===== config.mk =====
export PLATFORM = sky130hd
export DESIGN_NAME = nibble_edge_finder
export DESIGN_NICKNAME = d
export VERILOG_FILES = /design/src/rtl/dsweep_pkg.sv /design/src/rtl/sweep_ctrl.sv /design/src/rtl/nib_recorder.sv /design/src/rtl/nibble_edge_finder.sv
export SDC_FILE = /design/constraint.sdc
export NUM_CORES = 2
export LEC_CHECK = 0
export BUFFER_PORTS_ARGS = -buffer_cell sky130_fd_sc_hd__buf_2
export CAP_MARGIN = 15
export CORE_MARGIN = 2
export CORE_UTILIZATION = 45
export DETAILED_ROUTE_END_ITERATION = 6
export HOLD_SLACK_MARGIN = 0.08
export PLACE_DENSITY = 0.66
export SETUP_SLACK_MARGIN = 0.5
export SYNTH_ARGS = -nofsm -noshare
export SYNTH_HDL_FRONTEND = slang
export SYNTH_SLANG_ARGS = --single-unit

===== constraint.sdc =====
create_clock -name clk -period 7.7 [get_ports clk]
set_input_delay 1.155 -clock clk [delete_from_list [all_inputs] [get_ports clk]]
set_output_delay 1.155 -clock clk [all_outputs]
set_load 0.02 [all_outputs]

===== src/rtl/dsweep_pkg.sv =====
package dsweep_pkg;

    typedef enum logic [1:0] {
        ST_IDLE   = 2'd0,
        ST_SWEEP  = 2'd1,
        ST_ADJUST = 2'd2,
        ST_REPORT = 2'd3
    } sweep_state_e;

    localparam logic [3:0] NIB_LOW  = 4'h0;
    localparam logic [3:0] NIB_HIGH = 4'hF;

endpackage


===== src/rtl/sweep_ctrl.sv =====
module sweep_ctrl
    import dsweep_pkg::*;
#(
    parameter int DLY_W  = 6,
    parameter int PASSES = 2
) (
    input  logic             clk,
    input  logic             rst_n,
    input  logic             start_i,
    input  logic             smp_valid_i,
    input  logic [DLY_W-1:0] smp_dly_i,
    output sweep_state_e     state_o,
    output logic             upd_o
);

    localparam int PASS_W = $clog2(PASSES) + 1;
    localparam logic [PASS_W-1:0] LAST_PASS = PASS_W'(PASSES - 1);

    sweep_state_e      state_q, state_d;
    logic [PASS_W-1:0] pass_q;
    logic              top_point;

    assign top_point = smp_valid_i && (smp_dly_i == '1);

    // next-state decode
    always_comb begin
        state_d = state_q;
        unique case (state_q)
            ST_IDLE:   state_d = ST_IDLE;
            ST_SWEEP:  if (top_point && (pass_q == LAST_PASS)) state_d = ST_ADJUST;
            ST_ADJUST: state_d = ST_REPORT;
            ST_REPORT: state_d = ST_IDLE;
            default:   state_d = ST_IDLE;
        endcase
        if (start_i) state_d = ST_SWEEP;
    end

    // state register
    always_ff @(posedge clk or negedge rst_n) begin
        if (!rst_n) state_q <= ST_IDLE;
        else        state_q <= state_d;
    end

    // pass counter
    always_ff @(posedge clk or negedge rst_n) begin
        if (!rst_n)                                   pass_q <= '0;
        else if (start_i)                             pass_q <= '0;
        else if ((state_q == ST_SWEEP) && top_point)  pass_q <= pass_q + 1'b1;
    end

    // outputs
    always_comb begin
        state_o = state_q;
        upd_o   = (state_q == ST_SWEEP) && smp_valid_i && !start_i;
    end

endmodule


===== src/rtl/nib_recorder.sv =====
module nib_recorder
    import dsweep_pkg::*;
#(
    parameter int DLY_W = 6,
    parameter int CNT_W = 16
) (
    input  logic             clk,
    input  logic             rst_n,
    input  logic             clr_i,
    input  logic             upd_i,
    input  logic [3:0]       nib_i,
    input  logic [DLY_W-1:0] dly_i,
    output logic             seen_lo_o,
    output logic             seen_hi_o,
    output logic [DLY_W-1:0] dly_o,
    output logic [CNT_W-1:0] cnt_o
);

    logic             lo_q, hi_q, lo_n, hi_n;
    logic [DLY_W-1:0] dly_q;
    logic [CNT_W-1:0] cnt_q;
    logic             is_lo, is_hi, is_bad;

    always_comb begin
        is_lo  = (nib_i == NIB_LOW);
        is_hi  = (nib_i == NIB_HIGH);
        is_bad = !is_lo && !is_hi;
        lo_n   = lo_q | is_lo;
        hi_n   = hi_q | (is_hi & lo_q);
    end

    always_ff @(posedge clk or negedge rst_n) begin
        if (!rst_n) begin
            lo_q  <= 1'b0;
            hi_q  <= 1'b0;
            dly_q <= '0;
            cnt_q <= '0;
        end else if (clr_i) begin
            lo_q  <= 1'b0;
            hi_q  <= 1'b0;
            dly_q <= '0;
            cnt_q <= '0;
        end else if (upd_i) begin
            lo_q <= lo_n;
            hi_q <= hi_n;
            if (is_bad && (cnt_q != '1)) cnt_q <= cnt_q + 1'b1;
            if (lo_n && hi_n && (dly_q == '0)) dly_q <= dly_i;
        end
    end

    assign seen_lo_o = lo_q;
    assign seen_hi_o = hi_q;
    assign dly_o     = dly_q;
    assign cnt_o     = cnt_q;

endmodule


===== src/rtl/nibble_edge_finder.sv =====
module nibble_edge_finder
    import dsweep_pkg::*;
#(
    parameter int NUM_BUF   = 9,
    parameter int DLY_W     = 6,
    parameter int PASSES    = 2,
    parameter int CNT_W     = 16,
    parameter int TOT_W     = 16,
    parameter int OFF_SHORT = 32,
    parameter int OFF_LONG  = 64
) (
    input  logic                     clk,
    input  logic                     rst_n,
    input  logic                     start_i,
    input  logic                     long_pre_i,
    input  logic                     smp_valid_i,
    input  logic [DLY_W-1:0]         smp_dly_i,
    input  logic [8*NUM_BUF-1:0]     smp_data_i,
    output logic                     done_o,
    output logic [2*NUM_BUF*DLY_W-1:0] dly_o,
    output logic [2*NUM_BUF-1:0]     notrans_o,
    output logic [2*NUM_BUF-1:0]     invalid_o,
    output logic [TOT_W-1:0]         inv_total_o
);

    localparam int NIB       = 2 * NUM_BUF;
    localparam int DLY_RANGE = 1 << DLY_W;
    localparam int SUM_W     = CNT_W + $clog2(NIB) + 1;
    localparam logic [DLY_W-1:0] OFF_S = DLY_W'(OFF_SHORT % DLY_RANGE);
    localparam logic [DLY_W-1:0] OFF_L = DLY_W'(OFF_LONG % DLY_RANGE);

    sweep_state_e     state;
    logic             upd, load, pre_q;
    logic [DLY_W-1:0] off;
    logic             lo_a  [NIB];
    logic             hi_a  [NIB];
    logic [DLY_W-1:0] dly_a [NIB];
    logic [CNT_W-1:0] cnt_a [NIB];
    logic [SUM_W-1:0] sum_c;
    logic [SUM_W-1:0] tot_lim;
    logic [TOT_W-1:0] tot_c, tot_q;

    sweep_ctrl #(.DLY_W(DLY_W), .PASSES(PASSES)) u_ctrl (
        .clk        (clk),
        .rst_n      (rst_n),
        .start_i    (start_i),
        .smp_valid_i(smp_valid_i),
        .smp_dly_i  (smp_dly_i),
        .state_o    (state),
        .upd_o      (upd)
    );

    assign load   = (state == ST_ADJUST) && !start_i;
    assign done_o = (state == ST_REPORT);
    assign off    = pre_q ? OFF_L : OFF_S;

    always_ff @(posedge clk or negedge rst_n) begin
        if (!rst_n)       pre_q <= 1'b0;
        else if (start_i) pre_q <= long_pre_i;
    end

    for (genvar n = 0; n < NIB; n++) begin : g_nib
        localparam int LSB = 8 * (n / 2) + (((n % 2) == 0) ? 4 : 0);
        logic [DLY_W-1:0] res_dly_q;
        logic             res_nt_q, res_iv_q;

        nib_recorder #(.DLY_W(DLY_W), .CNT_W(CNT_W)) u_rec (
            .clk      (clk),
            .rst_n    (rst_n),
            .clr_i    (start_i),
            .upd_i    (upd),
            .nib_i    (smp_data_i[LSB +: 4]),
            .dly_i    (smp_dly_i),
            .seen_lo_o(lo_a[n]),
            .seen_hi_o(hi_a[n]),
            .dly_o    (dly_a[n]),
            .cnt_o    (cnt_a[n])
        );

        always_ff @(posedge clk or negedge rst_n) begin
            if (!rst_n) begin
                res_dly_q <= '0;
                res_nt_q  <= 1'b0;
                res_iv_q  <= 1'b0;
            end else if (load) begin
                res_dly_q <= dly_a[n] + off;
                res_nt_q  <= !(lo_a[n] && hi_a[n]);
                res_iv_q  <= (cnt_a[n] != '0);
            end
        end

        assign dly_o[n*DLY_W +: DLY_W] = res_dly_q;
        assign notrans_o[n]            = res_nt_q;
        assign invalid_o[n]            = res_iv_q;
    end

    // saturating total of the nibble counters
    always_comb begin
        tot_lim = SUM_W'({TOT_W{1'b1}});
        sum_c   = '0;
        for (int n = 0; n < NIB; n++) sum_c = sum_c + SUM_W'(cnt_a[n]);
        tot_c = (sum_c > tot_lim) ? '1 : TOT_W'(sum_c);
    end

    always_ff @(posedge clk or negedge rst_n) begin
        if (!rst_n)    tot_q <= '0;
        else if (load) tot_q <= tot_c;
    end

    assign inv_total_o = tot_q;

endmodule


[Word-level counts from Yosys, hierarchy flattened]
Cells that the tools add are included.
Storage, ports and cells
  bits in registers: 597
  output and inout bits: 161
  logic and storage cells: 749
Cells by class
  $add $sub $neg: 54
  magnitude comparators: 1
  eq/ne operators: 42
  muxes and demuxes: 187
  bitwise gates (word level): 54
  reductions and logical operators: 281
Operators with widths (count)
  two-way mux 16 bit: 55
  two-way mux 6 bit: 55
  adder 16 x 1 -> 16 bit, second input constant: 18
  inequality test 16 bit, second input constant: 18
  nonzero test 16 bit: 18
  adder 22 x 16 -> 22 bit: 11
  adder 6 bit: 18
  logical NOT 6 bit: 18
  logical AND 1 bit: 96
  nonzero test 2 bit: 38
  == test 4 bit, second input constant: 18
  logical NOT 4 bit: 18
  two-way mux 1 bit: 72
  AND reduction 2 bit: 36
  logical NOT 1 bit: 55
  bitwise OR 1 bit: 36
  adder 21 x 16 -> 22 bit: 1
  > comparator 22 x 16 -> 1 bit, second input constant: 1
  adder 20 x 16 -> 21 bit: 1
  adder 19 x 16 -> 20 bit: 1
  adder 18 x 16 -> 19 bit: 1
  adder 17 x 16 -> 18 bit: 1
  bitwise AND 1 bit: 18
  adder 16 x 16 -> 17 bit: 1
  other kinds (9): 14

[Logic depth before layout (Yosys ltp)]
  depth in word-level cells: 19
  depth in mapped cells: 23
  mapped depth without buffers: 21

[By module]
From an unflattened synthesis, not the netlist that was laid out.
Second synthesis, totals
  cell total of the unflattened synthesis: 3836
  area, all modules: 37503.5 µm²
Modules (own cells, without submodules)
  nib_recorder: instances 18, cells each 124, area an instance 1261.2 µm²
  nibble_edge_finder: instances 1, cells each 1578, area an instance 14543.9 µm²
  sweep_ctrl: instances 1, cells each 26, area an instance 257.7 µm²

[Least setup slack after synthesis]
OpenSTA, ideal clock, no wires.
  path type: register to register
  from: reg g_nib[5].u_rec.cnt_q[3]
  to: reg tot_q[11] (netlist: inv_total_o[11])
  library setup time: 0.088 ns
  arrival: 5.740 ns
  required time: 7.612 ns
  path slack: 1.872 ns
  cell stages (with the launch flop): 19
  buffers on the path: 2
  period minus slack after synthesis: 5.828 ns
  cell sequence: dfrtp_1 -> clkbuf_1 -> inv_1 -> fa_1 -> inv_1 -> fa_1 -> fa_1 -> fa_1 -> fa_1 -> fa_1 -> fa_1 -> a21o_1 -> a221oi_2 -> nor3_1 -> a2111o_1 -> xor2_2 -> nor2_4 -> buf_6 -> a41oi_1
Between the ends
  cells in the longest elaborated chain, start to end: 15
RTL lines
  start, declared: RTL line nib_recorder.sv:21  | logic [CNT_W-1:0] cnt_q;
  start signal, assigned: RTL line nib_recorder.sv:46  | if (is_bad && (cnt_q != '1)) cnt_q <= cnt_q + 1'b1;
  adder 20 x 16 -> 21 bit *: RTL line nibble_edge_finder.sv:101  | for (int n = 0; n < NIB; n++) sum_c = sum_c + SUM_W'(cnt_a[n]);
  adder 21 x 16 -> 22 bit *: RTL line nibble_edge_finder.sv:101
  adder 22 x 16 -> 22 bit * (11 in series): RTL line nibble_edge_finder.sv:101
  > comparator 22 x 16 -> 1 bit: RTL line nibble_edge_finder.sv:102  | tot_c = (sum_c > tot_lim) ? '1 : TOT_W'(sum_c);
  two-way mux 16 bit *: RTL line nibble_edge_finder.sv:102
  end signal, assigned: RTL line nibble_edge_finder.sv:107  | else if (load) tot_q <= tot_c;
  end, declared: RTL line nibble_edge_finder.sv:41  | logic [TOT_W-1:0] tot_c, tot_q;
Every way passes the cells marked *; elsewhere a longest branch is shown, timed or not.
A chain may end at the register's enable or synchronous reset.

[Final worst setup path]
  from: reg g_nib[2].u_rec.cnt_q[12]
  to: reg tot_q[12] (netlist: inv_total_o[12])
Between the ends
  cells in the longest elaborated chain, start to end: 18
RTL lines (RTL line)
  start, declared: nib_recorder.sv:21
  start signal, assigned: nib_recorder.sv:46
  adder 17 x 16 -> 18 bit *: nibble_edge_finder.sv:101
  adder 18 x 16 -> 19 bit *: nibble_edge_finder.sv:101
  adder 19 x 16 -> 20 bit *: nibble_edge_finder.sv:101
  adder 20 x 16 -> 21 bit *: nibble_edge_finder.sv:101
  adder 21 x 16 -> 22 bit *: nibble_edge_finder.sv:101
  adder 22 x 16 -> 22 bit * (11 in series): nibble_edge_finder.sv:101
  > comparator 22 x 16 -> 1 bit: nibble_edge_finder.sv:102
  two-way mux 16 bit *: nibble_edge_finder.sv:102
Marks and branches as above.

==> tab_implementation.tex <==
\begin{tabular}{lr}
\hline
Metric & Value \\
\hline
\multicolumn{2}{l}{\textbf{Worst hold path}} \\
\quad Type of the most critical hold path & register to register \\
\quad Hold Crit Start & g\_nib[2].res\_dly\_q[4]\$\_DFFE\_PN0P\_ \\
\multicolumn{2}{l}{\textbf{Clocking}} \\
\quad Clock root buffer & sky130\_fd\_sc\_hd\_\_clkbuf\_16 \\
\quad Total CTS buffers & 70 \\
\quad Count of cells resized by post-cts repair & 0 \\
\quad Largest buffer count on any clock path & 3 \\
\quad Worst-skew pair later-pin latency & slightly above 0.6 ns \\
\quad CTS tree & done \\
\quad Clock sink count & 597 \\
\quad Hold bufs inserted after CTS & 0 \\
\quad Clock transition at the registers of the reported paths & 0.06 ns \\
\quad Depth of the CTS H-tree & 3 \\
\quad Setup fix buffers added after clock tree synthesis & 0 \\
\multicolumn{2}{l}{\textbf{Synthesis}} \\
\quad Dominant cell by count in the synthesized netlist & sky130\_fd\_sc\_hd\_\_dfrtp\_1 \\
\quad Commonest cells post-synth & sky130\_fd\_sc\_hd\_\_dfrtp\_1, sky130\_fd\_sc\_hd\_\_nor2\_1, sky130\_fd\_sc\_hd\_\_inv\_1, sky130\_fd\_sc\_hd\_\_nand2\_1, sky130\_fd\_sc\_hd\_\_fa\_1 \\
\quad Primary flip-flop cell chosen by synthesis mapping & sky130\_fd\_sc\_hd\_\_dfrtp\_1 \\
\quad Count of mapped cells out of synthesis & around 3700 \\
\quad Number of synthesized register bits & 597 \\
\quad Post-synthesis cell area & 35200 sq um \\
\quad Post-synthesis cell type count & 77 \\
\quad Portion of the post-synthesis area used by sequential elements & between 40\% and 50\% \\
\quad Share of async-settable or async-resettable flops after synthesis & 100\% \\
\quad Area share of the largest cell type after synthesis & between 40\% and 50\% \\
\quad Syn. warnings & 0 \\
\quad Post-Syn Nets & 4076 \\
\quad Syn Area/Cell & between 9 and 10 sq um \\
\quad Top cells by area, synth & sky130\_fd\_sc\_hd\_\_dfrtp\_1, sky130\_fd\_sc\_hd\_\_fa\_1, sky130\_fd\_sc\_hd\_\_nor2\_1, sky130\_fd\_sc\_hd\_\_inv\_1, sky130\_fd\_sc\_hd\_\_xnor2\_1 \\
\quad Dominant cell type by area after synthesis & sky130\_fd\_sc\_hd\_\_dfrtp\_1 \\
\quad Count of flip-flops with a built-in enable after synthesis & 0 \\
\multicolumn{2}{l}{\textbf{Setup path}} \\
\quad Crit. End Element & register \\
\quad CP Launch Type & register \\
\quad Crit path from & g\_nib[2].u\_rec.cnt\_o[12]\$\_DFFE\_PN0P\_ \\
\quad Reg2reg start & g\_nib[2].u\_rec.cnt\_o[12]\$\_DFFE\_PN0P\_ \\
\quad List of cells traversed by the critical path & inv\_1 > fa\_1 > inv\_1 > fa\_1 > fa\_1 > fa\_1 > fa\_1 > inv\_1 > fa\_1 > inv\_1 > ha\_1 > a21o\_1 > a2111oi\_4 > o21ai\_1 > o2111ai\_2 > o211ai\_2 > a21oi\_2 > a41oi\_1 \\
\quad Cell with the largest stage delay on the worst path & sky130\_fd\_sc\_hd\_\_fa\_1 \\
\quad Most prevalent standard cell on the critical path & sky130\_fd\_sc\_hd\_\_fa\_1 \\
\quad Crit path largest cell delay & a little under 0.6 ns \\
\quad Worst EP arrival & 6.82 ns \\
\quad Highest net fanout along the worst path & 16 \\
\quad Crit Path Class & register to register \\
\quad Required time at the endpoint of the critical path & 8.14 ns \\
\multicolumn{2}{l}{\textbf{Timing}} \\
\quad Max transition margin & 29.2\% \\
\quad Final hold viol count & 0 \\
\quad Max-slew violation count & 0 \\
\quad Skew final & 0.0146 ns \\
\quad Setup violations, final & 0 \\
\quad Worst hold slack & 0.469 ns \\
\quad Setup TNS & 0 ns \\
\quad Slew at the pin with the worst max-slew slack & 1.06 ns \\
\quad Unrepaired setup endpoints after global routing & no \\
\quad Final worst path period need & 6.38 ns \\
\quad Peak clock frequency supported by timing & between 0.15 and 0.2 GHz \\
\quad Fraction of the cycle the final worst path needs & 82.8\% \\
\multicolumn{2}{l}{\textbf{Placed design}} \\
\quad HPWL reported at the end of detailed placement & 70.8 mm \\
\quad Count of port buffers added during placement & 243 \\
\quad Cell Count Post-Placement & between 4000 and 5000 \\
\quad Gp weighted congestion & 0.934 \\
\multicolumn{2}{l}{\textbf{Global route}} \\
\quad First-pass GRT wire length & 154 mm \\
\quad Number of global-route vias before repair & 26306 \\
\quad Number of antenna violations at the first check in global routing & 0 \\
\quad Largest net degree at the start of global routing & approximately 170 \\
\quad Overflow left after global routing & 0 \\
\quad Total routing resource utilization after global routing & approximately 24\% \\
\multicolumn{2}{l}{\textbf{Floorplan}} \\
\quad Initial cell density of the core & between 40\% and 50\% \\
\quad Core area & 77500 sq um \\
\quad Height of the die & 284 microns \\
\quad Die ar. & between 80000 and 90000 sq um \\
\quad X dimension of the die & 284 microns \\
\quad Ports placed on the boundary & $\sim$240 \\
\quad Std cell rows & 102 \\
\multicolumn{2}{l}{\textbf{Detailed routing}} \\
\quad Initial detailed-routing violation count & 2284 \\
\quad DRT Wirelength & 96.4 mm \\
\quad DRT Pass-1 Iters & 5 \\
\quad Number of routed nets with antenna violations & 0 \\
\quad Post-detailed-route via-to-cell ratio & 5.33 \\
\quad Detail-routed net length per standard cell & between 15 and 20 microns \\
\quad DRC violation count after routing & 0 \\
\quad Total number of vias & 26278 \\
\multicolumn{2}{l}{\textbf{Status}} \\
\quad Status & completed \\
\multicolumn{2}{l}{\textbf{Power}} \\
\quad Worst IR drop on VDD & 177 uV \\
\quad P\_leak & 18.9 nW \\
\quad Power density cells & $\sim$230 nW/um\^{}2 \\
\multicolumn{2}{l}{\textbf{Finish}} \\
\quad Final Non-Filler Cells & 4927 \\
\quad Total number of nets in the final design & 4245 \\
\quad Proportion of layout cells with a drive suffix above 1 & 10.4\% \\
\quad Antenna diode instance count & 0 \\
\quad Filler Cells Inserted & roughly 7100 \\
\quad Area growth, synth to finish & 12.1\% \\
\multicolumn{2}{l}{\textbf{Job}} \\
\quad Number of max-cap violations & 0 \\
\hline
\end{tabular}
-- flip-flops by register name, summed over array words and instances (netlist names) --
name                   count
u_ctrl.state_o             2
g_nib.u_rec.dly_o        108
u_ctrl.pass_q              2
g_nib.res_nt_q            18
pre_q                      1
g_nib.res_dly_q          108
inv_total_o               16
g_nib.res_iv_q            18
g_nib.u_rec.seen_hi_o     18
g_nib.u_rec.seen_lo_o     18
g_nib.u_rec.cnt_o        288
-- stage by stage --
step	setup slack, ns	power (mW)	instance area, sq um	util, %
floorplan	1.87	5.00	35200	-
global placement	1.47	5.68	37100	47.9
detailed placement	1.42	5.71	37100	47.9
CTS	1.35	9.09	39400	50.9
global route	0.988	9.46	39400	50.9
finish	1.32	8.99	39400	50.9
-- worst max-delay path: cells and delay by family (launching register included) --
family / cells / cell delay [ns]
DFF: 1 / 0.41
adders and majority gates: 7 / 3.68
AOI/OAI and AO/OA: 7 / 1.86
buffers and inverters: 4 / 0.24
-- final cells by class --
| class | count | area, sq um | share of cell area [%] |
|---|---|---|---|
| multi-input combinational | 2450 | 17700 | 44.9 |
| sequential | 597 | 14900 | 37.9 |
| clock buffer | 99 | 2030 | 5.15 |
| inverter | 462 | 1730 | 4.40 |
| timing repair buffer | 259 | 1410 | 3.57 |
| tap | 1040 | 1300 | 3.30 |
| clock inverter | 20 | 284 | 0.721 |
-- cell usage in the layout (no fill, tap or decap), types with 63 or more instances in the layout --
cell and instances:
sky130_fd_sc_hd__a21oi_1 189, sky130_fd_sc_hd__buf_2 241, sky130_fd_sc_hd__clkbuf_16 70, sky130_fd_sc_hd__dfrtp_1 597
sky130_fd_sc_hd__fa_1 252, sky130_fd_sc_hd__ha_1 70, sky130_fd_sc_hd__inv_1 462, sky130_fd_sc_hd__nand2_1 410
sky130_fd_sc_hd__nand3_1 80, sky130_fd_sc_hd__nand4_1 91, sky130_fd_sc_hd__nor2_1 562, sky130_fd_sc_hd__nor4_1 98
sky130_fd_sc_hd__o21ai_0 63, sky130_fd_sc_hd__xnor2_1 189, sky130_fd_sc_hd__xor2_1 90
-- metal layers --
metal  share of wire [%]  vias up  GRT usage, %
met1                  44    13165          34.2
met3                 4.9      168          3.22
met5                   0        -             0
li1                    -    12245             -
met2                  48      700          39.5
met4                 3.2        0          7.63
-- power breakdown --
part	switching (mW)	internal, mW	total [mW]
Combinational	1.31	0.709	2.02
Clock	1.37	1.98	3.36
Sequential	0.237	3.37	3.61
-- worst paths after layout --
path,to,slack (ns),depth (start not counted)
max in group asynchronous,g_nib[13].u_rec.cnt_o[15]$_DFFE_PN0P_,5.68,2
worst min-delay path,g_nib[2].res_dly_q[4]$_DFFE_PN0P_,0.47,2
worst max-delay path,inv_total_o[12]$_DFFE_PN0P_,1.32,18
worst max register to register,inv_total_o[12]$_DFFE_PN0P_,1.32,18
worst min register to register,g_nib[2].res_dly_q[4]$_DFFE_PN0P_,0.47,2
min in group asynchronous,g_nib[3].res_dly_q[2]$_DFFE_PN0P_,0.55,1
-- cells by family after synthesis --
kind of cell,after synthesis,share of synthesized area [%]
muxes,5,0.146
xor gates and xnor gates,280,7.00
adders and majority gates,322,16.8
buffers and inverters,624,7.21
and+or+nand+nor,1441,18.8
AOI/OAI and AO/OA,402,7.51
DFF,597,42.5
Note: power is estimated with default switching activity, not from simulation.
